==> config.mk <==
export PLATFORM = sky130hd
export DESIGN_NAME = ctlport_target
export DESIGN_NICKNAME = d
export VERILOG_FILES = /design/src/rtl/ctlport_pkg.sv /design/src/rtl/ctlport_sync.sv /design/src/rtl/ctlport_frame_rx.sv /design/src/rtl/ctlport_reg_bank.sv /design/src/rtl/ctlport_read_tx.sv /design/src/rtl/ctlport_target.sv
export SDC_FILE = /design/constraint.sdc
export NUM_CORES = 1
export LEC_CHECK = 0
export ABC_AREA = 1
export BUFFER_PORTS_ARGS = -buffer_cell sky130_fd_sc_hd__buf_2
export CAP_MARGIN = 20
export CORE_MARGIN = 2
export CORE_UTILIZATION = 56
export DETAILED_ROUTE_END_ITERATION = 10
export GPL_TIMING_DRIVEN = 0
export PLACE_DENSITY = 0.8
export SLEW_MARGIN = 20
export SYNTH_ARGS = -nofsm -noshare
export SYNTH_HDL_FRONTEND = slang
export SYNTH_SLANG_ARGS = --single-unit
==> constraint.sdc <==
create_clock -name clk -period 2 [get_ports clk]
set_input_delay 0.1 -clock clk [delete_from_list [all_inputs] [get_ports clk]]
set_output_delay 0.1 -clock clk [all_outputs]
set_load 0.03 [all_outputs]
==> src/rtl/ctlport_pkg.sv <==
package ctlport_pkg;

    localparam int REG_W      = 8;
    localparam int FRAME_BITS = 24;
    localparam int HDR_BITS   = 16;
    localparam int CNT_W      = $clog2(FRAME_BITS + 2);

    typedef struct packed {
        logic [6:0]       dev;
        logic             rd;
        logic [REG_W-1:0] idx;
    } hdr_t;

    typedef struct packed {
        hdr_t             hdr;
        logic [REG_W-1:0] data;
    } frame_t;

    function automatic logic idx_in_range(input logic [REG_W-1:0] idx, input int num);
        return int'(idx) < num;
    endfunction

endpackage

==> src/rtl/ctlport_sync.sv <==
module ctlport_sync #(
    parameter int   STAGES  = 2,
    parameter logic RST_VAL = 1'b0
) (
    input  logic clk,
    input  logic rst,
    input  logic d_in,
    output logic d_out
);
    logic [STAGES-1:0] chain;

    for (genvar s = 0; s < STAGES; s++) begin : g_stage
        always_ff @(posedge clk) begin
            if (rst) chain[s] <= RST_VAL;
            else     chain[s] <= (s == 0) ? d_in : chain[(s == 0) ? 0 : s-1];
        end
    end

    assign d_out = chain[STAGES-1];
endmodule

==> src/rtl/ctlport_frame_rx.sv <==
module ctlport_frame_rx import ctlport_pkg::*; #(
    parameter int         NUM_REGS = 17,
    parameter logic [6:0] DEV_ADDR = 7'h04
) (
    input  logic             clk,
    input  logic             rst,
    input  logic             sclk_s,
    input  logic             csn_s,
    input  logic             mosi_s,
    output logic             sclk_fall,
    output logic             wr_en,
    output logic [REG_W-1:0] wr_idx,
    output logic [REG_W-1:0] wr_data,
    output logic             rd_load,
    output logic             rd_hit,
    output logic [REG_W-1:0] rd_idx
);
    localparam logic [CNT_W-1:0] CNT_FULL = CNT_W'(FRAME_BITS);
    localparam logic [CNT_W-1:0] CNT_OVER = CNT_W'(FRAME_BITS + 1);
    localparam logic [CNT_W-1:0] CNT_HDR  = CNT_W'(HDR_BITS - 1);

    logic                  sclk_d, csn_d;
    logic                  sclk_rise, csn_rise;
    logic [CNT_W-1:0]      bit_cnt;
    logic [FRAME_BITS-1:0] shreg;
    logic                  hdr_seen;
    frame_t                frm;
    hdr_t                  hdr;
    logic                  commit;

    always_ff @(posedge clk) begin
        if (rst) begin
            sclk_d <= 1'b1;
            csn_d  <= 1'b1;
        end else begin
            sclk_d <= sclk_s;
            csn_d  <= csn_s;
        end
    end

    assign sclk_rise = sclk_s & ~sclk_d;
    assign sclk_fall = ~sclk_s & sclk_d;
    assign csn_rise  = csn_s & ~csn_d;

    always_ff @(posedge clk) begin
        if (rst) begin
            bit_cnt <= '0;
            shreg   <= '0;
        end else if (csn_s) begin
            bit_cnt <= '0;
        end else if (sclk_rise) begin
            shreg <= {shreg[FRAME_BITS-2:0], mosi_s};
            if (bit_cnt != CNT_OVER) bit_cnt <= bit_cnt + 1'b1;
        end
    end

    assign frm = frame_t'(shreg);
    assign hdr = hdr_t'(shreg[HDR_BITS-1:0]);

    assign commit = csn_rise && (bit_cnt == CNT_FULL) && (frm.hdr.dev == DEV_ADDR)
                    && !frm.hdr.rd && idx_in_range(frm.hdr.idx, NUM_REGS);

    always_ff @(posedge clk) begin
        if (rst) begin
            wr_en    <= 1'b0;
            wr_idx   <= '0;
            wr_data  <= '0;
            hdr_seen <= 1'b0;
        end else begin
            wr_en    <= commit;
            hdr_seen <= sclk_rise && !csn_s && (bit_cnt == CNT_HDR);
            if (commit) begin
                wr_idx  <= frm.hdr.idx;
                wr_data <= frm.data;
            end
        end
    end

    assign rd_load = hdr_seen;
    assign rd_hit  = (hdr.dev == DEV_ADDR) && hdr.rd && idx_in_range(hdr.idx, NUM_REGS);
    assign rd_idx  = hdr.idx;

    // a write commit is a single-cycle strobe per frame
    a_r6_single_commit: assert property (@(posedge clk) disable iff (rst)
        wr_en |=> !wr_en);

    // the bit counter clears once the latch is sampled high
    a_r1_count_clear: assert property (@(posedge clk) disable iff (rst)
        csn_s |=> (bit_cnt == '0));
endmodule

==> src/rtl/ctlport_reg_bank.sv <==
module ctlport_reg_bank import ctlport_pkg::*; #(
    parameter int NUM_REGS   = 17,
    parameter int STATUS_REG = 1,
    parameter int STATUS_BIT = 3
) (
    input  logic                           clk,
    input  logic                           rst,
    input  logic                           wr_en,
    input  logic [REG_W-1:0]               wr_idx,
    input  logic [REG_W-1:0]               wr_data,
    input  logic                           status_s,
    input  logic [REG_W-1:0]               rd_idx,
    output logic [REG_W-1:0]               rd_data,
    output logic [NUM_REGS-1:0][REG_W-1:0] view
);
    localparam logic [REG_W-1:0] STATUS_MASK = REG_W'(1) << STATUS_BIT;

    logic [NUM_REGS-1:0][REG_W-1:0] store;

    for (genvar i = 0; i < NUM_REGS; i++) begin : g_reg
        localparam logic [REG_W-1:0] WMASK = (i == STATUS_REG) ? ~STATUS_MASK : '1;
        always_ff @(posedge clk) begin
            if (rst)                                   store[i] <= '0;
            else if (wr_en && wr_idx == REG_W'(i))     store[i] <= wr_data & WMASK;
        end
    end

    always_comb begin
        view = store;
        view[STATUS_REG][STATUS_BIT] = status_s;
    end

    always_comb begin
        rd_data = '0;
        for (int i = 0; i < NUM_REGS; i++)
            if (rd_idx == REG_W'(i)) rd_data = view[i];
    end

    // the stored bank moves only on a commit strobe
    a_r2_hold_without_write: assert property (@(posedge clk) disable iff (rst)
        !wr_en |=> (store == $past(store)));

    // commit strobes only ever carry an in-range index
    a_r5_index_in_range: assert property (@(posedge clk) disable iff (rst)
        wr_en |-> (int'(wr_idx) < NUM_REGS));
endmodule

==> src/rtl/ctlport_read_tx.sv <==
module ctlport_read_tx import ctlport_pkg::*; (
    input  logic             clk,
    input  logic             rst,
    input  logic             csn_s,
    input  logic             sclk_fall,
    input  logic             load,
    input  logic [REG_W-1:0] load_val,
    output logic             miso
);
    logic [REG_W-1:0] out_sh;

    always_ff @(posedge clk) begin
        if (rst) begin
            out_sh <= '0;
            miso   <= 1'b0;
        end else if (csn_s) begin
            out_sh <= '0;
            miso   <= 1'b0;
        end else if (load) begin
            out_sh <= load_val;
        end else if (sclk_fall) begin
            miso   <= out_sh[REG_W-1];
            out_sh <= {out_sh[REG_W-2:0], 1'b0};
        end
    end

    // output is quiet once the latch is seen high
    a_r9_idle_low: assert property (@(posedge clk) disable iff (rst)
        csn_s |=> !miso);

    // output only moves on a falling serial clock edge
    a_r3_change_on_fall: assert property (@(posedge clk) disable iff (rst)
        (!csn_s && !sclk_fall) |=> $stable(miso));
endmodule

==> src/rtl/ctlport_target.sv <==
module ctlport_target import ctlport_pkg::*; #(
    parameter int         NUM_REGS    = 17,
    parameter logic [6:0] DEV_ADDR    = 7'h04,
    parameter int         STATUS_REG  = 1,
    parameter int         STATUS_BIT  = 3,
    parameter int         SYNC_STAGES = 2
) (
    input  logic                      clk,
    input  logic                      rst,
    input  logic                      spi_sclk,
    input  logic                      spi_csn,
    input  logic                      spi_mosi,
    input  logic                      lock_in,
    output logic                      spi_miso,
    output logic [NUM_REGS*REG_W-1:0] cfg_regs
);
    logic sclk_s, csn_s, mosi_s, lock_s;
    logic sclk_fall, wr_en, rd_load, rd_hit;
    logic [REG_W-1:0] wr_idx, wr_data, rd_idx, bank_rd, load_val;
    logic [NUM_REGS-1:0][REG_W-1:0] view;

    ctlport_sync #(.STAGES(SYNC_STAGES), .RST_VAL(1'b1)) u_sync_sclk (
        .clk(clk), .rst(rst), .d_in(spi_sclk), .d_out(sclk_s));
    ctlport_sync #(.STAGES(SYNC_STAGES), .RST_VAL(1'b1)) u_sync_csn (
        .clk(clk), .rst(rst), .d_in(spi_csn), .d_out(csn_s));
    ctlport_sync #(.STAGES(SYNC_STAGES), .RST_VAL(1'b0)) u_sync_mosi (
        .clk(clk), .rst(rst), .d_in(spi_mosi), .d_out(mosi_s));
    ctlport_sync #(.STAGES(SYNC_STAGES), .RST_VAL(1'b0)) u_sync_lock (
        .clk(clk), .rst(rst), .d_in(lock_in), .d_out(lock_s));

    ctlport_frame_rx #(.NUM_REGS(NUM_REGS), .DEV_ADDR(DEV_ADDR)) u_rx (
        .clk(clk), .rst(rst), .sclk_s(sclk_s), .csn_s(csn_s), .mosi_s(mosi_s),
        .sclk_fall(sclk_fall), .wr_en(wr_en), .wr_idx(wr_idx), .wr_data(wr_data),
        .rd_load(rd_load), .rd_hit(rd_hit), .rd_idx(rd_idx));

    ctlport_reg_bank #(.NUM_REGS(NUM_REGS), .STATUS_REG(STATUS_REG),
                       .STATUS_BIT(STATUS_BIT)) u_bank (
        .clk(clk), .rst(rst), .wr_en(wr_en), .wr_idx(wr_idx), .wr_data(wr_data),
        .status_s(lock_s), .rd_idx(rd_idx), .rd_data(bank_rd), .view(view));

    assign load_val = rd_hit ? bank_rd : '0;

    ctlport_read_tx u_tx (
        .clk(clk), .rst(rst), .csn_s(csn_s), .sclk_fall(sclk_fall),
        .load(rd_load), .load_val(load_val), .miso(spi_miso));

    assign cfg_regs = view;
endmodule

After elaboration in Yosys (flattened, before gate mapping):

Cells that the tools add are included.

* register bits: 201
* bits in latches: 0
* bits in writable memories: 0
* bits in read-only memories: 0
* input port bits: 6
* output and inout bits: 137
* logic and storage cells: 137
* memories: 0

* add/subtract/negate cells: 1
* multiply operators: 0
* divide/modulo/power cells: 0
* $lt $le $gt $ge: 2
* equality and inequality tests: 37
* shifts and indexed selects: 0
* muxes and demuxes: 20
* bitwise gates (word level): 8
* reduce and logical (&&, ||, !) cells: 34

Operators by type and width (count)
* $mux 8: 20
* $eq 8x4->1 const B: 16
* $eq 8x3->1 const B: 8
* $eq 8x2->1 const B: 4
* $logic_and 1x1->1: 25
* $eq 8x1->1 const B: 2
* $eq 8x5->1 const B: 2
* $logic_not 8->1: 2
* $lt 8x5->1 const B: 2
* $eq 7x3->1 const B: 2
* $reduce_and 2->1: 3
* $add 5x1->5 const B: 1
* $eq 5x4->1 const B: 1
* $eq 5x5->1 const B: 1
* $ne 5x5->1 const B: 1
* $not 1->1: 5
* $and 1x1->1: 3
* $logic_not 1->1: 2
* $reduce_bool 2->1: 1
* $reduce_or 2->1: 1

Depth between registers and ports, before layout:

* depth in word-level cells: 20
* mapped depth: 16
* depth with buffers taken out: 15

Hierarchy:

Synthesis repeated with hierarchy kept, for this count alone.

* cell total of the unflattened synthesis: 1174
* area, all modules: 8909.8 um^2

Modules (own cells, without submodules)
* ctlport_reg_bank: times used 1, cells an instance 795, area each 6092.1 um^2, seq. area each 2702.6 um^2
* ctlport_frame_rx: times used 1, cells an instance 273, area each 2072.0 um^2, seq. area each 980.9 um^2
* ctlport_read_tx: times used 1, cells an instance 63, area each 452.9 um^2, seq. area each 180.2 um^2
* ctlport_sync at u_sync_csn ...: times used 2, cells an instance 7, area each 58.8 um^2, seq. area each 40.0 um^2
* ctlport_sync at u_sync_lock ...: times used 2, cells an instance 6, area each 55.1 um^2, seq. area each 40.0 um^2
* ctlport_target: times used 1, cells an instance 17, area each 65.1 um^2, seq. area each 0.0 um^2

Worst setup path after synthesis:

OpenSTA, ideal clock, no wires.

* kind: register -> register
* start point: reg u_rx.shreg[4], in the netlist u_rx.frm[4]
* end point: reg u_tx.out_sh[3]
* data arrival time: 1.533 ns
* setup slack: 0.346 ns
* cell stages (with the launch flop): 12
* cells stage by stage: dfxtp_1 > nor2_4 > nand2_8 > nor2_4 > inv_2 > nor2_4 > inv_2 > or2_2 > nand2_1 > nand3_1 > nand2_1 > a21oi_1

* word-level cells in the longest chain between the ends: 20

RTL lines
* start: declaration: RTL line ctlport_frame_rx.sv:25 `logic [FRAME_BITS-1:0] shreg;`
* start signal: assignment: RTL line ctlport_frame_rx.sv:52 `shreg <= {shreg[FRAME_BITS-2:0], mosi_s};`
* $logic_not 8->1: RTL line ctlport_reg_bank.sv:36 `if (rd_idx == REG_W'(i)) rd_data = view[i];`
* $mux 8 (17 in a row): RTL line ctlport_reg_bank.sv:36
* $mux 8 *: RTL line ctlport_target.sv:41 `assign load_val = rd_hit ? bank_rd : '0;`
* $mux 8 *: RTL line ctlport_read_tx.sv:19 `end else if (load) begin`
* end signal: assignment: RTL line ctlport_read_tx.sv:20 `out_sh <= load_val;`
* end signal: assignment: RTL line ctlport_read_tx.sv:23 `out_sh <= {out_sh[REG_W-2:0], 1'b0};`
* end: declaration: RTL line ctlport_read_tx.sv:10 `logic [REG_W-1:0] out_sh;`

Mark *: on every way between the ends. The rest lies on a longest branch, timed or not.
A chain may end at the register's enable or synchronous reset.

Worst setup path after layout:

* start point: reg u_rx.shreg[4], in the netlist u_rx.frm[4]
* end point: reg u_tx.out_sh[5]

Same word-level chain as after synthesis.

==> reports/summary.txt <==
power density over cell area: 771 mW/mm2
outcome: finished, violations left
Worst slew margin: 38.8%
P_leak: 0.00452 uW
area of the core: 0.0145 mm2
drc violations: 0
CTS tree: done
Syn-to-layout area delta: 26.5%
VDD IR max: 0.666 mV
worst setup margin: -0.197 ns
First-pass DRT Iterations: 6
number of failing setup endpoints in the final timing report: 8
dominant cell by count in the synthesized netlist: sky130_fd_sc_hd__dfxtp_1
destination of the worst register-to-register timing path: u_tx.out_sh[5]$_SDFFE_PP0P_
sum of overflow across all layers after global routing: 0
Register-to-Register Setup Slack: -0.20 ns
startpoint types: register
total via count after detailed routing: 8816
routed wirelength normalized by instance count: 18.4 um
met3 Track Usage GR: 5.61%
top flip-flop cell by instance count after synthesis: sky130_fd_sc_hd__dfxtp_1
post-DP HPWL: 18100 um
top fanout value on the critical path: 6
global-route wire length before repair: 40900 um
CP required: 2.38 ns
NetSw: 1740 uW
clock transition time at the flip-flop clock pins of the worst setup and hold paths: 0.06 ns
pin count of the biggest net entering global routing: 13
Max Cap Viol: 0
most utilized layer in the global route result: met2
library cell with the largest summed area after synthesis: sky130_fd_sc_hd__dfxtp_1
antenna-violating nets left: 0
sequential share of the synthesized area: 48.4%
total CTS buffers: 22
port bufs: 141
Worst Setup SP: u_rx.frm[4]$_SDFFE_PP0P_
clock power share: 48.4%
hold violation total from the final report: 0
YS warnings: 0
initial standard-cell utilization of the core: 57.2%
# clock sinks: 201
part of the power in registers: 49.5%
combinational group share of total power: 2.1%
Iter 0 DRT Violations: 1021
Syn Inst Count: 1099
fraction of registers with async set or reset after synthesis: 0%
number of unique standard cell types used by synthesis: 37
Power Total: 8120 uW
share of cells above drive strength 1: 25.2%
Via density: 5.92
Critical path destination: u_tx.out_sh[5]$_SDFFE_PP0P_
cell-internal power: 6380 uW
number of core rows: 44
Die X-Extent: 126 um
Overall Global Routing Usage: 32.2%
CTS H-tree lvls: 1
met2 usage: 52.8%
class of the most critical setup path: register to register
proportion of netlist area held by the largest area contributor: 48.4%
crit end category: register
GPL Wtd Cong: 0.912
number of fillers in the final layout: 1144
via count of the first global-routing pass: 7773
worst-case clock buffer depth: 3
total wire length after detailed routing: 27400 um
number of storage elements in the synthesis netlist: 201
worst setup slack before clock tree synthesis: -0.293 ns
netlist area before placement: 0.00832 mm2
post-route clock period utilization: 110%
f_max: 455 MHz
length in cells of the worst reg-to-reg path: 15
final count of pins violating max slew: 0
Mapped Avg Cell Area: 7.57 um2
shortest period the worst path allows: 2.20 ns
class of the most critical hold timing path: input port to register
RSZ-0062 raised after global routing: true
die span in y: 126 um
Diodes inserted: 0
commonest cells in the synthesized netlist: sky130_fd_sc_hd__dfxtp_1 (201), sky130_fd_sc_hd__a21oi_1 (179), sky130_fd_sc_hd__o21ai_0 (167)
Final #Nets: 1301
switching power share of the total: 21.4%
Syn Nets: 1109
worst flop-to-flop path startpoint: u_rx.frm[4]$_SDFFE_PP0P_
IO Count: 143
number of antenna violations at the first check in global routing: 0
count of flip-flops with a built-in enable after synthesis: 0
Clock Latency Late Sink: 0.51 ns
Setup Skew: 0.00934 ns
root buffer selected by CTS: sky130_fd_sc_hd__clkbuf_16
Die ar.: 0.0158 mm2
actual transition at the worst max-transition pin: 0.919 ns
met1 Usage GRT: 42.9%
top cells by area in the synthesized netlist: sky130_fd_sc_hd__dfxtp_1 (48%), sky130_fd_sc_hd__a21oi_1 (11%), sky130_fd_sc_hd__o21ai_0 (10%), sky130_fd_sc_hd__nand2_1 (5.2%), sky130_fd_sc_hd__nor2_1 (5.0%)
signal arrival time at the worst endpoint: 2.58 ns
violated checks: negative setup slack
==> critical path: stages, from the launching register on <==
cell	delay (ns)
sky130_fd_sc_hd__dfxtp_4	0.36
sky130_fd_sc_hd__nor2_4	0.06
sky130_fd_sc_hd__nand2_8	0.10
sky130_fd_sc_hd__inv_6	0.05
sky130_fd_sc_hd__buf_6	0.12
sky130_fd_sc_hd__buf_6	0.12
sky130_fd_sc_hd__nand3_2	0.05
sky130_fd_sc_hd__nand3_2	0.08
sky130_fd_sc_hd__nor2_2	0.17
sky130_fd_sc_hd__nand4_1	0.12
sky130_fd_sc_hd__nand2_1	0.11
sky130_fd_sc_hd__nand4_1	0.13
sky130_fd_sc_hd__nor3_2	0.25
sky130_fd_sc_hd__nand4_1	0.18
sky130_fd_sc_hd__nand2_1	0.11
sky130_fd_sc_hd__a21oi_1	0.06
==> cell families (layout without fill, tap and decap cells) <==
logic type,Yosys count,in the layout,synth area share [%]
buffers and inverters,175,381,8.33
flip-flops,201,201,48.4
AND/OR/NAND/NOR,352,352,20.1
AO/OA/AOI/OAI,367,367,22.6
adder cells (fa/ha/maj),4,4,0.602
==> stage by stage <==
stage | hold slack [ns] | util [%] | area, um2 | setup TNS, ns | std cells
2_1_floorplan | 0.204 | - | 8320 | 0 | 1099
3_3_place_gp | 0.282 | 63.7 | 9260 | -1.74 | 1424
3_5_place_dp | 0.286 | 63.7 | 9260 | -1.91 | 1424
4_1_cts | 0.0776 | 70.6 | 10300 | -0.273 | 1488
5_1_grt | 0.143 | 72.4 | 10500 | -2.58 | 1489
6_report | 0.0715 | 72.4 | 10500 | -0.914 | 1489
==> cell usage in the layout, fill, tap and decap left out, types with 4 or more instances in the layout <==
cell,count
sky130_fd_sc_hd__nand3_2,12
sky130_fd_sc_hd__buf_2,154
sky130_fd_sc_hd__dfxtp_4,6
sky130_fd_sc_hd__a211oi_1,13
sky130_fd_sc_hd__clkbuf_2,5
sky130_fd_sc_hd__a21oi_2,4
sky130_fd_sc_hd__nor2_2,17
sky130_fd_sc_hd__a21oi_1,175
sky130_fd_sc_hd__buf_4,22
sky130_fd_sc_hd__ha_1,4
sky130_fd_sc_hd__nand3_1,32
sky130_fd_sc_hd__clkbuf_16,23
sky130_fd_sc_hd__nand4_1,24
sky130_fd_sc_hd__clkinv_1,8
sky130_fd_sc_hd__dlygate4sd3_1,4
sky130_fd_sc_hd__clkbuf_8,6
sky130_fd_sc_hd__or2_2,8
sky130_fd_sc_hd__o21ai_0,167
sky130_fd_sc_hd__dfxtp_1,193
sky130_fd_sc_hd__inv_2,8
sky130_fd_sc_hd__nand2_2,12
sky130_fd_sc_hd__nor2_1,87
sky130_fd_sc_hd__inv_1,99
sky130_fd_sc_hd__nor2_4,25
sky130_fd_sc_hd__nand2_1,103
sky130_fd_sc_hd__clkbuf_1,39
sky130_fd_sc_hd__nor3_1,7
==> worst min path at each step <==
stage                                 endpoint  slack, ns  cells after the start      from
4_1_cts         u_sync_csn.chain[0]$_SDFF_PP1_       0.08                      2       rst
5_1_grt           u_sync_sclk.d_out$_SDFF_PP1_       0.14                      2       rst
3_3_place_gp   u_sync_sclk.chain[0]$_SDFF_PP1_       0.28                      2  spi_sclk
2_1_floorplan   u_sync_csn.chain[0]$_SDFF_PP1_       0.20                      1   spi_csn
6_report       u_sync_sclk.chain[0]$_SDFF_PP1_       0.07                      2       rst
3_5_place_dp   u_sync_sclk.chain[0]$_SDFF_PP1_       0.29                      2  spi_sclk
==> layout make-up <==
| type | count | area [um2] | area share (%) |
|---|---|---|---|
| Inverter | 118 | 453 | 4.30 |
| Sequential cell | 201 | 4050 | 38.5 |
| Multi-Input combinational cell | 723 | 3910 | 37.1 |
| Clock buffer | 35 | 681 | 6.47 |
| Timing Repair Buffer | 168 | 926 | 8.80 |
| Tap cell | 184 | 230 | 2.19 |
| Clock inverter | 3 | 15.0 | 0.143 |
| Buffer | 57 | 267 | 2.53 |
==> power by group through the flow <==
stage | Combinational, uW | Sequential [uW] | Clock [uW]
2_1_floorplan | 96.0 | 4110 | 0
3_3_place_gp | 141 | 4110 | 0
3_5_place_dp | 141 | 4110 | 0
4_1_cts | 161 | 4020 | 3900
5_1_grt | 187 | 4010 | 4110
6_report | 173 | 4020 | 3930
==> layer usage <==
layer / routed length [um] / share of wire, %
met1: 10900 / 40
met4: 1230 / 4.5
met5: 0 / 0
met3: 2550 / 9.3
met2: 12700 / 46
==> state kept, by name, indices dropped and copies added (netlist names), 5 cells and up <==
register,flops
u_bank.view,135
u_rx.bit_cnt,5
u_rx.frm,24
u_rx.wr_data,8
u_rx.wr_idx,8
u_tx.out_sh,8
==> what timing repair did <==
| item | in CTS | in global routing |
|---|---|---|
| endpoints found under the hold margin | 4 | 0 |
| hold buffers | 4 | 0 |
| buffers inserted | 22 | 1 |
| resized for setup | 39 | 78 |
| pin swaps | 26 | 26 |
| setup endpoints to repair | 12 | 126 |
| cloned | 0 | 0 |
Power figures use the tool's default switching activity.
